<file path="config.mk">
export PLATFORM = sky130hd
export DESIGN_NAME = dpram_wr_seq
export DESIGN_NICKNAME = d
export VERILOG_FILES = /design/src/rtl/dpw_pkg.sv /design/src/rtl/dpw_req_latch.sv /design/src/rtl/dpw_phase_ctl.sv /design/src/rtl/dpw_pin_drv.sv /design/src/rtl/dpram_wr_seq.sv
export SDC_FILE = /design/constraint.sdc
export NUM_CORES = 1
export LEC_CHECK = 0
export BUFFER_PORTS_ARGS = -buffer_cell sky130_fd_sc_hd__buf_4
export CELL_PAD_IN_SITES_DETAIL_PLACEMENT = 0
export CELL_PAD_IN_SITES_GLOBAL_PLACEMENT = 1
export CORE_MARGIN = 1
export CORE_UTILIZATION = 38
export CTS_CLUSTER_DIAMETER = 150
export DETAILED_ROUTE_END_ITERATION = 12
export GPL_TIMING_DRIVEN = 0
export PLACE_DENSITY = 0.85
export SYNTH_ARGS = -nofsm -noshare
export SYNTH_HDL_FRONTEND = slang
export SYNTH_SLANG_ARGS = --single-unit
</file>
<file path="constraint.sdc">
create_clock -name clk -period 4.09 [get_ports clk]
set_clock_uncertainty 0.1 [all_clocks]
set_input_delay 0.6135 -clock clk [delete_from_list [all_inputs] [get_ports clk]]
set_output_delay 0.6135 -clock clk [all_outputs]
set_load 0.1 [all_outputs]
</file>
<file path="src/rtl/dpw_pkg.sv">
package dpw_pkg;

  typedef enum logic [1:0] {
    PH_IDLE   = 2'd0,
    PH_SETUP  = 2'd1,
    PH_STROBE = 2'd2,
    PH_POST   = 2'd3
  } dpw_phase_e;

  function automatic int unsigned dpw_max(input int unsigned a, input int unsigned b);
    return (a > b) ? a : b;
  endfunction

endpackage

</file>
<file path="src/rtl/dpw_req_latch.sv">
// Captures one request; exposes current (q) and next (d) values.
module dpw_req_latch #(
  parameter int unsigned ADDR_W = 13,
  parameter int unsigned LANE_W = 8,
  parameter int unsigned LANES  = 2
) (
  input  logic                      clk,
  input  logic                      rst_n,
  input  logic                      load_i,
  input  logic [ADDR_W-1:0]         addr_i,
  input  logic [LANES*LANE_W-1:0]   data_i,
  input  logic [LANES-1:0]          be_i,
  input  logic                      sem_i,
  input  logic                      oe_i,
  output logic [ADDR_W-1:0]         addr_q,
  output logic [LANES*LANE_W-1:0]   data_q,
  output logic [LANES-1:0]          be_q,
  output logic [LANES-1:0]          be_d,
  output logic                      sem_q,
  output logic                      sem_d,
  output logic                      oe_q,
  output logic                      oe_d
);

  always_comb begin
    be_d  = load_i ? be_i  : be_q;
    sem_d = load_i ? sem_i : sem_q;
    oe_d  = load_i ? oe_i  : oe_q;
  end

  always_ff @(posedge clk or negedge rst_n) begin
    if (!rst_n) begin
      addr_q <= '0;
      be_q   <= '0;
      sem_q  <= 1'b0;
      oe_q   <= 1'b0;
    end else if (load_i) begin
      addr_q <= addr_i;
      be_q   <= be_i;
      sem_q  <= sem_i;
      oe_q   <= oe_i;
    end
  end

  // Data lanes held in separate registers, each loaded on acceptance.
  for (genvar g = 0; g < LANES; g++) begin : g_lane
    always_ff @(posedge clk or negedge rst_n) begin
      if (!rst_n) begin
        data_q[g*LANE_W +: LANE_W] <= '0;
      end else if (load_i) begin
        data_q[g*LANE_W +: LANE_W] <= data_i[g*LANE_W +: LANE_W];
      end
    end
  end

endmodule

</file>
<file path="src/rtl/dpw_phase_ctl.sv">
// Phase sequencer: setup -> strobe -> post (hold and recovery) -> idle.
module dpw_phase_ctl
  import dpw_pkg::*;
#(
  parameter int unsigned CNT_W    = 4,
  parameter int unsigned T_AS     = 2,
  parameter int unsigned PULSE_OE = 4,
  parameter int unsigned PULSE_HZ = 3,
  parameter int unsigned POST_LEN = 3
) (
  input  logic             clk,
  input  logic             rst_n,
  input  logic             req_i,
  input  logic             be_any_i,
  input  logic             oe_q_i,
  output dpw_phase_e       ph_q,
  output dpw_phase_e       ph_d,
  output logic [CNT_W-1:0] cnt_d,
  output logic             load_o,
  output logic             finish_o
);

  localparam logic [CNT_W-1:0] AS_LAST   = CNT_W'(T_AS - 1);
  localparam logic [CNT_W-1:0] P_OE_LAST = CNT_W'(PULSE_OE - 1);
  localparam logic [CNT_W-1:0] P_HZ_LAST = CNT_W'(PULSE_HZ - 1);
  localparam logic [CNT_W-1:0] PST_LAST  = CNT_W'(POST_LEN - 1);

  logic [CNT_W-1:0] cnt_q;
  logic [CNT_W-1:0] pulse_last;

  assign pulse_last = oe_q_i ? P_OE_LAST : P_HZ_LAST;

  always_comb begin
    ph_d     = ph_q;
    cnt_d    = cnt_q + 1'b1;
    load_o   = 1'b0;
    finish_o = 1'b0;
    unique case (ph_q)
      PH_IDLE: begin
        cnt_d = '0;
        if (req_i && be_any_i) begin
          ph_d   = PH_SETUP;
          load_o = 1'b1;
        end
      end
      PH_SETUP: begin
        if (cnt_q == AS_LAST) begin
          ph_d  = PH_STROBE;
          cnt_d = '0;
        end
      end
      PH_STROBE: begin
        if (cnt_q == pulse_last) begin
          ph_d  = PH_POST;
          cnt_d = '0;
        end
      end
      PH_POST: begin
        if (cnt_q == PST_LAST) begin
          ph_d     = PH_IDLE;
          cnt_d    = '0;
          finish_o = 1'b1;
        end
      end
      default: begin
        ph_d  = PH_IDLE;
        cnt_d = '0;
      end
    endcase
  end

  always_ff @(posedge clk or negedge rst_n) begin
    if (!rst_n) begin
      ph_q  <= PH_IDLE;
      cnt_q <= '0;
    end else begin
      ph_q  <= ph_d;
      cnt_q <= cnt_d;
    end
  end

endmodule

</file>
<file path="src/rtl/dpw_pin_drv.sv">
// Registered pin drivers, decoded from the next phase so pins align with it.
module dpw_pin_drv
  import dpw_pkg::*;
#(
  parameter int unsigned CNT_W = 4,
  parameter int unsigned LANES = 2,
  parameter int unsigned T_WZ  = 2,
  parameter int unsigned T_DH  = 1
) (
  input  logic             clk,
  input  logic             rst_n,
  input  dpw_phase_e       ph_d,
  input  logic [CNT_W-1:0] cnt_d,
  input  logic             sem_d,
  input  logic [LANES-1:0] be_d,
  input  logic             oe_d,
  input  logic             finish_i,
  output logic             ce_n_o,
  output logic             sem_n_o,
  output logic             rw_n_o,
  output logic             oe_n_o,
  output logic [LANES-1:0] be_n_o,
  output logic             dq_oe_o,
  output logic             busy_o,
  output logic             done_o
);

  localparam logic [CNT_W-1:0] WZ_CNT = CNT_W'(T_WZ);
  localparam logic [CNT_W-1:0] DH_CNT = CNT_W'(T_DH);

  logic             sel_win;
  logic [CNT_W-1:0] wz_eff;
  logic             ce_n_nx, sem_n_nx, rw_n_nx, oe_n_nx, dq_oe_nx, busy_nx;
  logic [LANES-1:0] be_n_nx;

  always_comb begin
    sel_win  = (ph_d == PH_SETUP) || (ph_d == PH_STROBE);
    wz_eff   = oe_d ? WZ_CNT : '0;
    ce_n_nx  = !(sel_win && !sem_d);
    sem_n_nx = !(sel_win && sem_d);
    rw_n_nx  = (ph_d != PH_STROBE);
    oe_n_nx  = !((ph_d != PH_IDLE) && oe_d);
    busy_nx  = (ph_d != PH_IDLE);
    dq_oe_nx = ((ph_d == PH_STROBE) && (cnt_d >= wz_eff)) ||
               ((ph_d == PH_POST) && (cnt_d < DH_CNT));
  end

  for (genvar g = 0; g < LANES; g++) begin : g_be
    assign be_n_nx[g] = !(sel_win && be_d[g]);
  end

  always_ff @(posedge clk or negedge rst_n) begin
    if (!rst_n) begin
      ce_n_o  <= 1'b1;
      sem_n_o <= 1'b1;
      rw_n_o  <= 1'b1;
      oe_n_o  <= 1'b1;
      be_n_o  <= '1;
      dq_oe_o <= 1'b0;
      busy_o  <= 1'b0;
      done_o  <= 1'b0;
    end else begin
      ce_n_o  <= ce_n_nx;
      sem_n_o <= sem_n_nx;
      rw_n_o  <= rw_n_nx;
      oe_n_o  <= oe_n_nx;
      be_n_o  <= be_n_nx;
      dq_oe_o <= dq_oe_nx;
      busy_o  <= busy_nx;
      done_o  <= finish_i;
    end
  end

endmodule

</file>
<file path="src/rtl/dpram_wr_seq.sv">
module dpram_wr_seq
  import dpw_pkg::*;
#(
  parameter int unsigned ADDR_W = 13,
  parameter int unsigned LANE_W = 8,
  parameter int unsigned T_AS   = 2,
  parameter int unsigned T_WP   = 3,
  parameter int unsigned T_DW   = 2,
  parameter int unsigned T_WZ   = 2,
  parameter int unsigned T_DH   = 1,
  parameter int unsigned T_WR   = 3
) (
  input  logic                  clk,
  input  logic                  rst_n,
  input  logic                  req,
  input  logic                  target,
  input  logic [ADDR_W-1:0]     addr,
  input  logic [2*LANE_W-1:0]   wdata,
  input  logic [1:0]            be,
  input  logic                  oe_active,
  output logic                  busy,
  output logic                  done,
  output logic [ADDR_W-1:0]     ram_addr,
  output logic [2*LANE_W-1:0]   ram_dq_o,
  output logic                  ram_dq_oe,
  output logic                  ram_ce_n,
  output logic                  ram_sem_n,
  output logic                  ram_rw_n,
  output logic                  ram_oe_n,
  output logic                  ram_ub_n,
  output logic                  ram_lb_n
);

  localparam int unsigned LANES    = 2;
  localparam int unsigned PULSE_OE = dpw_max(T_WP, T_WZ + T_DW);
  localparam int unsigned PULSE_HZ = dpw_max(T_WP, T_DW);
  localparam int unsigned POST_LEN = dpw_max(T_DH, T_WR);
  localparam int unsigned MAX_LEN  = dpw_max(dpw_max(T_AS, PULSE_OE), POST_LEN);
  localparam int unsigned CNT_W    = $clog2(MAX_LEN + 1);

  dpw_phase_e       ph_q, ph_d;
  logic [CNT_W-1:0] cnt_d;
  logic             load, finish;
  logic [LANES-1:0] be_q, be_d, be_n;
  logic             sem_q, sem_d, oe_q, oe_d;

  dpw_req_latch #(.ADDR_W(ADDR_W), .LANE_W(LANE_W), .LANES(LANES)) u_latch (
    .clk(clk), .rst_n(rst_n), .load_i(load),
    .addr_i(addr), .data_i(wdata), .be_i(be), .sem_i(target), .oe_i(oe_active),
    .addr_q(ram_addr), .data_q(ram_dq_o), .be_q(be_q), .be_d(be_d),
    .sem_q(sem_q), .sem_d(sem_d), .oe_q(oe_q), .oe_d(oe_d)
  );

  dpw_phase_ctl #(
    .CNT_W(CNT_W), .T_AS(T_AS), .PULSE_OE(PULSE_OE),
    .PULSE_HZ(PULSE_HZ), .POST_LEN(POST_LEN)
  ) u_phase (
    .clk(clk), .rst_n(rst_n), .req_i(req), .be_any_i(|be), .oe_q_i(oe_q),
    .ph_q(ph_q), .ph_d(ph_d), .cnt_d(cnt_d), .load_o(load), .finish_o(finish)
  );

  dpw_pin_drv #(.CNT_W(CNT_W), .LANES(LANES), .T_WZ(T_WZ), .T_DH(T_DH)) u_pins (
    .clk(clk), .rst_n(rst_n), .ph_d(ph_d), .cnt_d(cnt_d),
    .sem_d(sem_d), .be_d(be_d), .oe_d(oe_d), .finish_i(finish),
    .ce_n_o(ram_ce_n), .sem_n_o(ram_sem_n), .rw_n_o(ram_rw_n), .oe_n_o(ram_oe_n),
    .be_n_o(be_n), .dq_oe_o(ram_dq_oe), .busy_o(busy), .done_o(done)
  );

  assign ram_ub_n = be_n[1];
  assign ram_lb_n = be_n[0];

endmodule

</file>
==> results of run 1 <==
## layout make-up
class | instances | area, µm² | share of cell area
flip-flops and latches | 47 | 1180 | 0.422
inverters | 8 | 30.0 | 0.0107
plain buffers | 6 | 67.6 | 0.0241
well taps | 70 | 87.6 | 0.0312
multi-input cells | 77 | 776 | 0.277
clock inverters | 3 | 43.8 | 0.0156
clock buffers | 5 | 68.8 | 0.0245
repair buffers | 73 | 548 | 0.195
## state kept, by name (all words and copies together) (netlist names), 2 cells and up
signal          cells
u_latch.data_q     16
u_latch.addr_q     13
u_phase.cnt_q       3
u_phase.ph_q        2
u_pins.be_n_o       2
u_latch.be_q        2
## worst max-delay path: cells and delay by family, from the launching register on
family	cells	cell delay (ns)
flip-flops	1	0.44
AO/OA/AOI/OAI	3	0.56
buffers and inverters	1	0.13
adder cells (fa/ha/maj)	2	0.46
multiplexers	1	0.15
AND/OR/NAND/NOR	2	0.29
## stage by stage
step | utilization | area (µm²) | hold slack [ns] | std cells | setup WS (ns)
2_1_floorplan | - | 2060 | 0.218 | 138 | 2.03
3_3_place_gp | 0.521 | 2690 | 0.378 | 281 | 1.66
3_5_place_dp | 0.521 | 2690 | 0.385 | 281 | 1.67
4_1_cts | 0.542 | 2810 | 0.233 | 289 | 1.88
5_1_grt | 0.542 | 2810 | 0.255 | 289 | 1.73
6_report | 0.542 | 2810 | 0.213 | 289 | 1.87
## kinds of logic after synthesis
logic type,share of synthesized area
xor gates and xnor gates,0.00852
and+or+nand+nor,0.0858
adders and majority gates,0.0426
AOI/OAI and AO/OA,0.0462
muxes,0.194
DFF,0.575
buffers and inverters,0.0474
## worst min path at each step
stage / end / slack (ns) / depth (start not counted)
after global placement: u_latch.be_q[0] / 0.38 / 1
after global routing: u_latch.addr_q[6] / 0.26 / 1
final: u_latch.data_q[0] / 0.21 / 1
after floorplan: u_latch.addr_q[0] / 0.22 / 0
after CTS: u_latch.addr_q[4] / 0.23 / 1
after detailed placement: u_latch.be_q[1] / 0.39 / 1
## metal layers
| metal | track usage | routed length (µm) | vias up |
|---|---|---|---|
| met3 | 0.0463 | 229 | 2 |
| met5 | 0 | 0 | - |
| met1 | 0.185 | 1660 | 654 |
| met2 | 0.224 | 1770 | 47 |
| li1 | - | - | 634 |
| met4 | 0.0432 | 27 | 0 |
## cell usage in the layout (no fill, tap or decap), types with 2 or more instances in the layout
cell type                  count
sky130_fd_sc_hd__mux2i_1       2
sky130_fd_sc_hd__clkbuf_8      5
sky130_fd_sc_hd__nand2_1       5
sky130_fd_sc_hd__nand2b_1      4
sky130_fd_sc_hd__mux2_2       27
sky130_fd_sc_hd__buf_4        73
sky130_fd_sc_hd__nand3_1       3
sky130_fd_sc_hd__ha_1          7
sky130_fd_sc_hd__dfrtp_1      41
sky130_fd_sc_hd__nand4_1       2
sky130_fd_sc_hd__dfstp_2       6
sky130_fd_sc_hd__nor2_1        3
sky130_fd_sc_hd__mux2_4        5
sky130_fd_sc_hd__inv_1         7
sky130_fd_sc_hd__buf_6         6
==> summary by stage, run 1 <==
Timing
The share of the clock period used by the worst path after layout is 0.543. Setup repair after global routing left no endpoint under its margin. The final-report hold violation count is 0.

The time the worst path needs with I/O delays and setup is 2.22 ns. Based on the critical path, the design can be clocked at up to ~450 MHz. The final count of pins violating max slew was 0. The measured slew at the worst slew-check pin is 0.562 ns.

After routing, the total negative slack on setup checks comes to 0 ns. The number of failing setup endpoints in the final timing report is 0. The worst slew margin relative to its limit is 0.626.

CTS
The number of buffers between clock root and the deepest sink is 2. TritonCTS built the clock tree. The master cell of the clock root buffer is sky130_fd_sc_hd__clkbuf_8.

The H-tree generated during clock tree synthesis spans 2 levels. Clock-pin slew was measured on the worst setup and hold paths at ~0.09 ns. Clock latency on the worst-skew pair, taken at its later pin, is 0.29 ns. Gates resized during post-CTS repair numbered 0. The post-CTS setup-driven buffer insertion count is 0.

Counting the buffers created by CTS gives 5. The number of buffers added to fix hold violations after cts is 0. The number of clock sinks is 47.

Yosys
The number of different library cells in the post-synthesis netlist is 33. In the post-synthesis netlist, the biggest area contributors are sky130_fd_sc_hd__dfrtp_1, sky130_fd_sc_hd__mux2_2, sky130_fd_sc_hd__dfstp_2. After synthesis, the most frequently instantiated cells are sky130_fd_sc_hd__dfrtp_1, sky130_fd_sc_hd__mux2_2, sky130_fd_sc_hd__ha_1, sky130_fd_sc_hd__inv_1. The number of flops mapped to enable cells by yosys is 0. The most used flip-flop cell after synthesis is sky130_fd_sc_hd__dfrtp_1. For this run, the number of Yosys warnings is 0. The count of mapped cells out of synthesis is roughly 140. The share of the synthesized area in the top cell type is 0.499. Counting flops with an async set or reset pin after synthesis yields a share of 1.00. The leading cell type by number of instances after synthesis is sky130_fd_sc_hd__dfrtp_1. The mapped cell area is 2060 µm². The largest total area in the synthesized netlist belongs to sky130_fd_sc_hd__dfrtp_1. The synthesized netlist net count is 181. The flip-flop and latch count after synthesis is between 40 and 50. A synthesized cell averages 14.9 µm². For this run, the register share of the synthesized area comes to 0.575.

Finish
The number of inserted filler cells in the final layout is 463. 0 antenna diodes ended up in the layout. In the final layout, the share of cells above drive strength 1 is 0.616. The growth of design area from synthesis to finish is 36.4%. The final layout contains 261 nets.

Routing
The final route contains 1337 vias. The antenna violation net count after detailed routing is 0. Dividing the detail-routed wire length by the instance count gives 12.8 µm. After detailed routing, the number of remaining DRC violations is 0. Wires add up to between 3000 and 4000 µm. The ratio of routed vias to standard cells is 4.63. The length of the first detailed-routing pass in iterations is 4. The DRC marker count from the first detailed-route iteration is 59.

Status
The run finished with clean final reports.

Setup path
In this design, the stage delay of the slowest critical-path cell is 0.44 ns. Across all register-to-register paths, the minimum setup slack is 1.87 ns. By instance count, the cell type seen most on the critical path is sky130_fd_sc_hd__ha_1. The most critical setup path has its endpoint at u_pins.dq_oe_o.

For the worst flop-to-flop path, the logic depth is 9. The beginning of the critical path is u_phase.cnt_q[0]. The capture instance of the worst register-to-register path is u_pins.dq_oe_o. Walking the worst path, the cells encountered are inv_1 -> ha_1 -> mux2i_1 -> o21ai_2 -> and3_1 -> ha_1 -> nand3_1 -> o32a_1 -> o311ai_2. The worst setup path is launched from a flip-flop.

The largest fanout on the critical path is 4. The required time of the critical path is 4.18 ns. The worst setup path is captured at a flip-flop. The data arrival at the endpoint of the critical path is around 2.3 ns. The slowest stage of the critical path belongs to the cell sky130_fd_sc_hd__dfrtp_1. The critical setup path kind is reg2reg. The worst flop-to-flop path startpoint is u_phase.cnt_q[0].

Floorplanning
The initial standard-cell utilization of the core is 0.398. In this run the vertical extent of the chip is between 70 and 80 µm. The full die area is 5710 µm². The placement row count is 26. The floorplan step set the die width to 75.6 µm. The region available for standard cell placement spans approximately 5200 µm².

During I/O placement, the number of pins put on the boundary was 74.

Global route
For this run, the total global-route usage over all layers was measured as 0.141. The global-route wire length before repair is 5840 µm. The maximum number of pins on one net before global-route repair is 48. The global route total overflow is 0. The number of global-route vias before repair is 1277. The initial antenna violation count was 0.

Place
At the end of routability-driven placement, the weighted congestion stood at 0.827. Detailed placement finished with a half-perimeter wire length of ~2700 µm. In this run the tool buffered the top-level ports with 73 buffer cells.

Job
The number of max-cap violations is 0.

Hold path
The path type of the worst min-delay path is in2async.
Power of run 1 is not shown: default switching activity piles up to over one toggle a cycle in this logic, so the estimate is an artifact.
==> run 2, diff against run 1 <==
--- a/config.mk
+++ b/config.mk
@@ -9,11 +9,11 @@
 export CELL_PAD_IN_SITES_DETAIL_PLACEMENT = 0
 export CELL_PAD_IN_SITES_GLOBAL_PLACEMENT = 1
 export CORE_MARGIN = 1
-export CORE_UTILIZATION = 38
+export CORE_UTILIZATION = 35
 export CTS_CLUSTER_DIAMETER = 150
 export DETAILED_ROUTE_END_ITERATION = 12
 export GPL_TIMING_DRIVEN = 0
-export PLACE_DENSITY = 0.85
+export PLACE_DENSITY = 0.83
 export SYNTH_ARGS = -nofsm -noshare
 export SYNTH_HDL_FRONTEND = slang
 export SYNTH_SLANG_ARGS = --single-unit
==> constraint.sdc (replaced) <==
create_clock -name clk -period 1.97 [get_ports clk]
set_clock_uncertainty 0.1 [all_clocks]
set_input_delay 0.2955 -clock clk [delete_from_list [all_inputs] [get_ports clk]]
set_output_delay 0.2955 -clock clk [all_outputs]
set_load 0.1 [all_outputs]
==> summary by stage, run 2 (synthesis gave the netlist of run 1 again) <==
Routing
The antenna violation net count after detailed routing is 0 (unchanged). The ratio of routed vias to standard cells came to 4.55 (was 4.63). The sum of routed wire length over all layers is 4140 µm (was 3690 µm). The routed length per instance is 13.6 µm (was 12.8 µm). The length of the first detailed-routing pass in iterations is 2 (was 4). The total via count in the routed design came to 1389 (was 1337). The DRC violations left came to 0 (unchanged). The DRC marker count from the first detailed-route iteration is 51 (was 59).

Finish
The share of cells above drive strength 1 is 0.678 (was 0.616). The filler-free cell count of the finished design is 305 (was 289). The growth of design area from synthesis to finish came to 46.2% (was 36.4%). Most used cells in the layout excluding fill and tap cells: sky130_fd_sc_hd__buf_4, sky130_fd_sc_hd__dfrtp_1, sky130_fd_sc_hd__mux2_2, sky130_fd_sc_hd__buf_6, sky130_fd_sc_hd__dfstp_2 (was sky130_fd_sc_hd__buf_4, sky130_fd_sc_hd__dfrtp_1, sky130_fd_sc_hd__mux2_2, sky130_fd_sc_hd__inv_1, sky130_fd_sc_hd__ha_1). The number of flip-flops under the largest register name came to 16 (unchanged).

The final layout net count was 275 (was 261). Regs by FF count: u_latch.data_q x16, u_latch.addr_q x13, u_phase.cnt_q x3 (unchanged). The number of diodes is 0 (unchanged). The most frequent standard cell in the layout excluding fill and tap cells is sky130_fd_sc_hd__buf_4 (unchanged). The register with the most flip-flops is u_latch.data_q (unchanged).

The number of inserted filler cells in the final layout came to 504 (was 463).

CTS
The number of H-tree levels is 2 (unchanged). The source-to-sink clock delay at the later pin of the worst-skew pair is 0.30 ns (was 0.29 ns). The number of clock sinks is 47 (unchanged). The number of buffers between clock root and the deepest sink is 2 (unchanged). The master cell of the clock root buffer is sky130_fd_sc_hd__clkbuf_8 (unchanged).

The number of buffers inserted during clock tree synthesis is 5 (unchanged). The clock-pin slew reported for the worst setup and hold paths after clock tree synthesis was 0.09 ns (about the same). The CTS tree was done (unchanged).

Global route
The global route total overflow was 0 (unchanged). The number of global-route vias before repair is 1435 (was 1277). The initial antenna violation count was 0 (unchanged). The global-route total usage across every layer is 0.141 (about the same).

The maximum number of pins on one net before global-route repair is 48 (unchanged). The global-route wire length before repair is 6560 µm (was 5840 µm).

Timing
The final count of pins violating max slew was 0 (unchanged). The time the worst path needs with I/O delays and setup was 1.97 ns (was 2.22 ns). The measured slew at the worst slew-check pin came to 0.580 ns (was 0.562 ns). The final-report hold violation count is 0 (unchanged). The final-layout worst hold slack is 0.120 ns (was 0.213 ns).

The worst slew margin relative to its limit is 0.613 (was 0.626). Unrepaired setup endpoints after global routing: true (was false). The post-route worst setup slack is 0.00312 ns (was 1.87 ns). The accumulated negative setup slack came to 0 ns (unchanged). The number of failing setup endpoints in the final timing report is 0 (unchanged). The maximum achievable frequency is 508 MHz (was 450 MHz). The share of the clock period used by the worst path after layout is 0.998 (was 0.543).

Place
The placer congestion estimate is 0.798 (was 0.827). The pre-CTS worst setup slack was -0.251 ns (was 1.67 ns). The total instance count after detailed placement came to 283 (was 281).

The post-DP HPWL was 2790 µm (was 2710 µm). The number of buffers inserted by port buffering is 73 (unchanged).

Setup path
The critical setup path kind is reg2reg (unchanged). The endpoint class of the critical path is a flip-flop (unchanged). The data arrival at the endpoint of the critical path was 2.08 ns (was 2.31 ns).

The required time of the critical path is 2.08 ns (was 4.18 ns). The kind of launch point of the worst setup path is a flip-flop (unchanged). The largest fanout on the critical path was 4 (unchanged).

Floorplanning
The floorplan die height was 78.7 µm (was 75.6 µm). The initial standard-cell utilization of the core came to 0.369 (was 0.398). The placement row count is 27 (was 26).

The count of boundary I/O pins is 74 (unchanged). The total core area came to 5570 µm² (was 5170 µm²). The full die area is 6190 µm² (was 5710 µm²). The die extent in x is 78.7 µm (was 75.6 µm).

Job
The number of max-cap violations is 0 (unchanged).

Hold path
The path type of the worst min-delay path is in2reg (was in2async).

Status
Status: complete, no violations (unchanged).
[run 2: final timing paths]
kind                                        from            endpoint  slack (ns)  depth (start not counted)
worst max-delay path            u_phase.cnt_q[0]      u_pins.dq_oe_o       0.003                          9
worst min-delay path                    addr[10]  u_latch.addr_q[10]        0.12                          2
worst max register to register  u_phase.cnt_q[0]      u_pins.dq_oe_o       0.003                          9
worst min register to register   u_latch.be_q[1]     u_latch.be_q[1]        0.40                          1
max in group asynchronous                  rst_n    u_phase.cnt_q[1]        0.94                          2
min in group asynchronous                  rst_n      u_pins.dq_oe_o        0.42                          2
[run 2: per-stage QoR]
stage               instance area, µm²   util
global route                      3010  0.539
CTS                               2920  0.524
finish                            3010  0.539
global placement                  2700  0.484
detailed placement                2700  0.484
floorplan                         2060      -
[run 2: cell type report]
type | instances | area [µm²] | share of cell area
repair buffers | 87 | 663 | 0.221
clock buffers | 5 | 68.8 | 0.0229
plain buffers | 6 | 67.6 | 0.0225
multi-input cells | 77 | 883 | 0.294
well taps | 72 | 90.1 | 0.0300
inverters | 8 | 30.0 | 0.00999
clock inverters | 3 | 20.0 | 0.00666
flip-flops and latches | 47 | 1180 | 0.394
[run 2: worst max-delay path, cell delays in order, from the launching register on]
cell	delay (ns)
sky130_fd_sc_hd__dfrtp_1	0.43
sky130_fd_sc_hd__buf_6	0.13
sky130_fd_sc_hd__ha_4	0.15
sky130_fd_sc_hd__mux2i_4	0.08
sky130_fd_sc_hd__o21ai_4	0.18
sky130_fd_sc_hd__and3_4	0.23
sky130_fd_sc_hd__ha_4	0.16
sky130_fd_sc_hd__nand3_2	0.06
sky130_fd_sc_hd__o32a_1	0.30
sky130_fd_sc_hd__o311ai_2	0.06
[run 2: repair_timing]
item                                    in CTS  in global routing
pin swaps                                    3                  6
endpoints found under the setup margin       5                  4
gates cloned                                 0                  0
endpoints found under the hold margin       41                  0
hold buffers                                 1                  0
gates resized for setup                     11                 10
buffers inserted                             9                  4
[run 2: metal layers]
metal	wire [µm]	global-route usage	vias to the layer above
met5	0	0	-
met4	117	0.0852	0
met3	282	0.0384	10
met2	1970	0.224	59
met1	1770	0.170	660
li1	-	-	660
Power of run 2 is left out for the same reason.
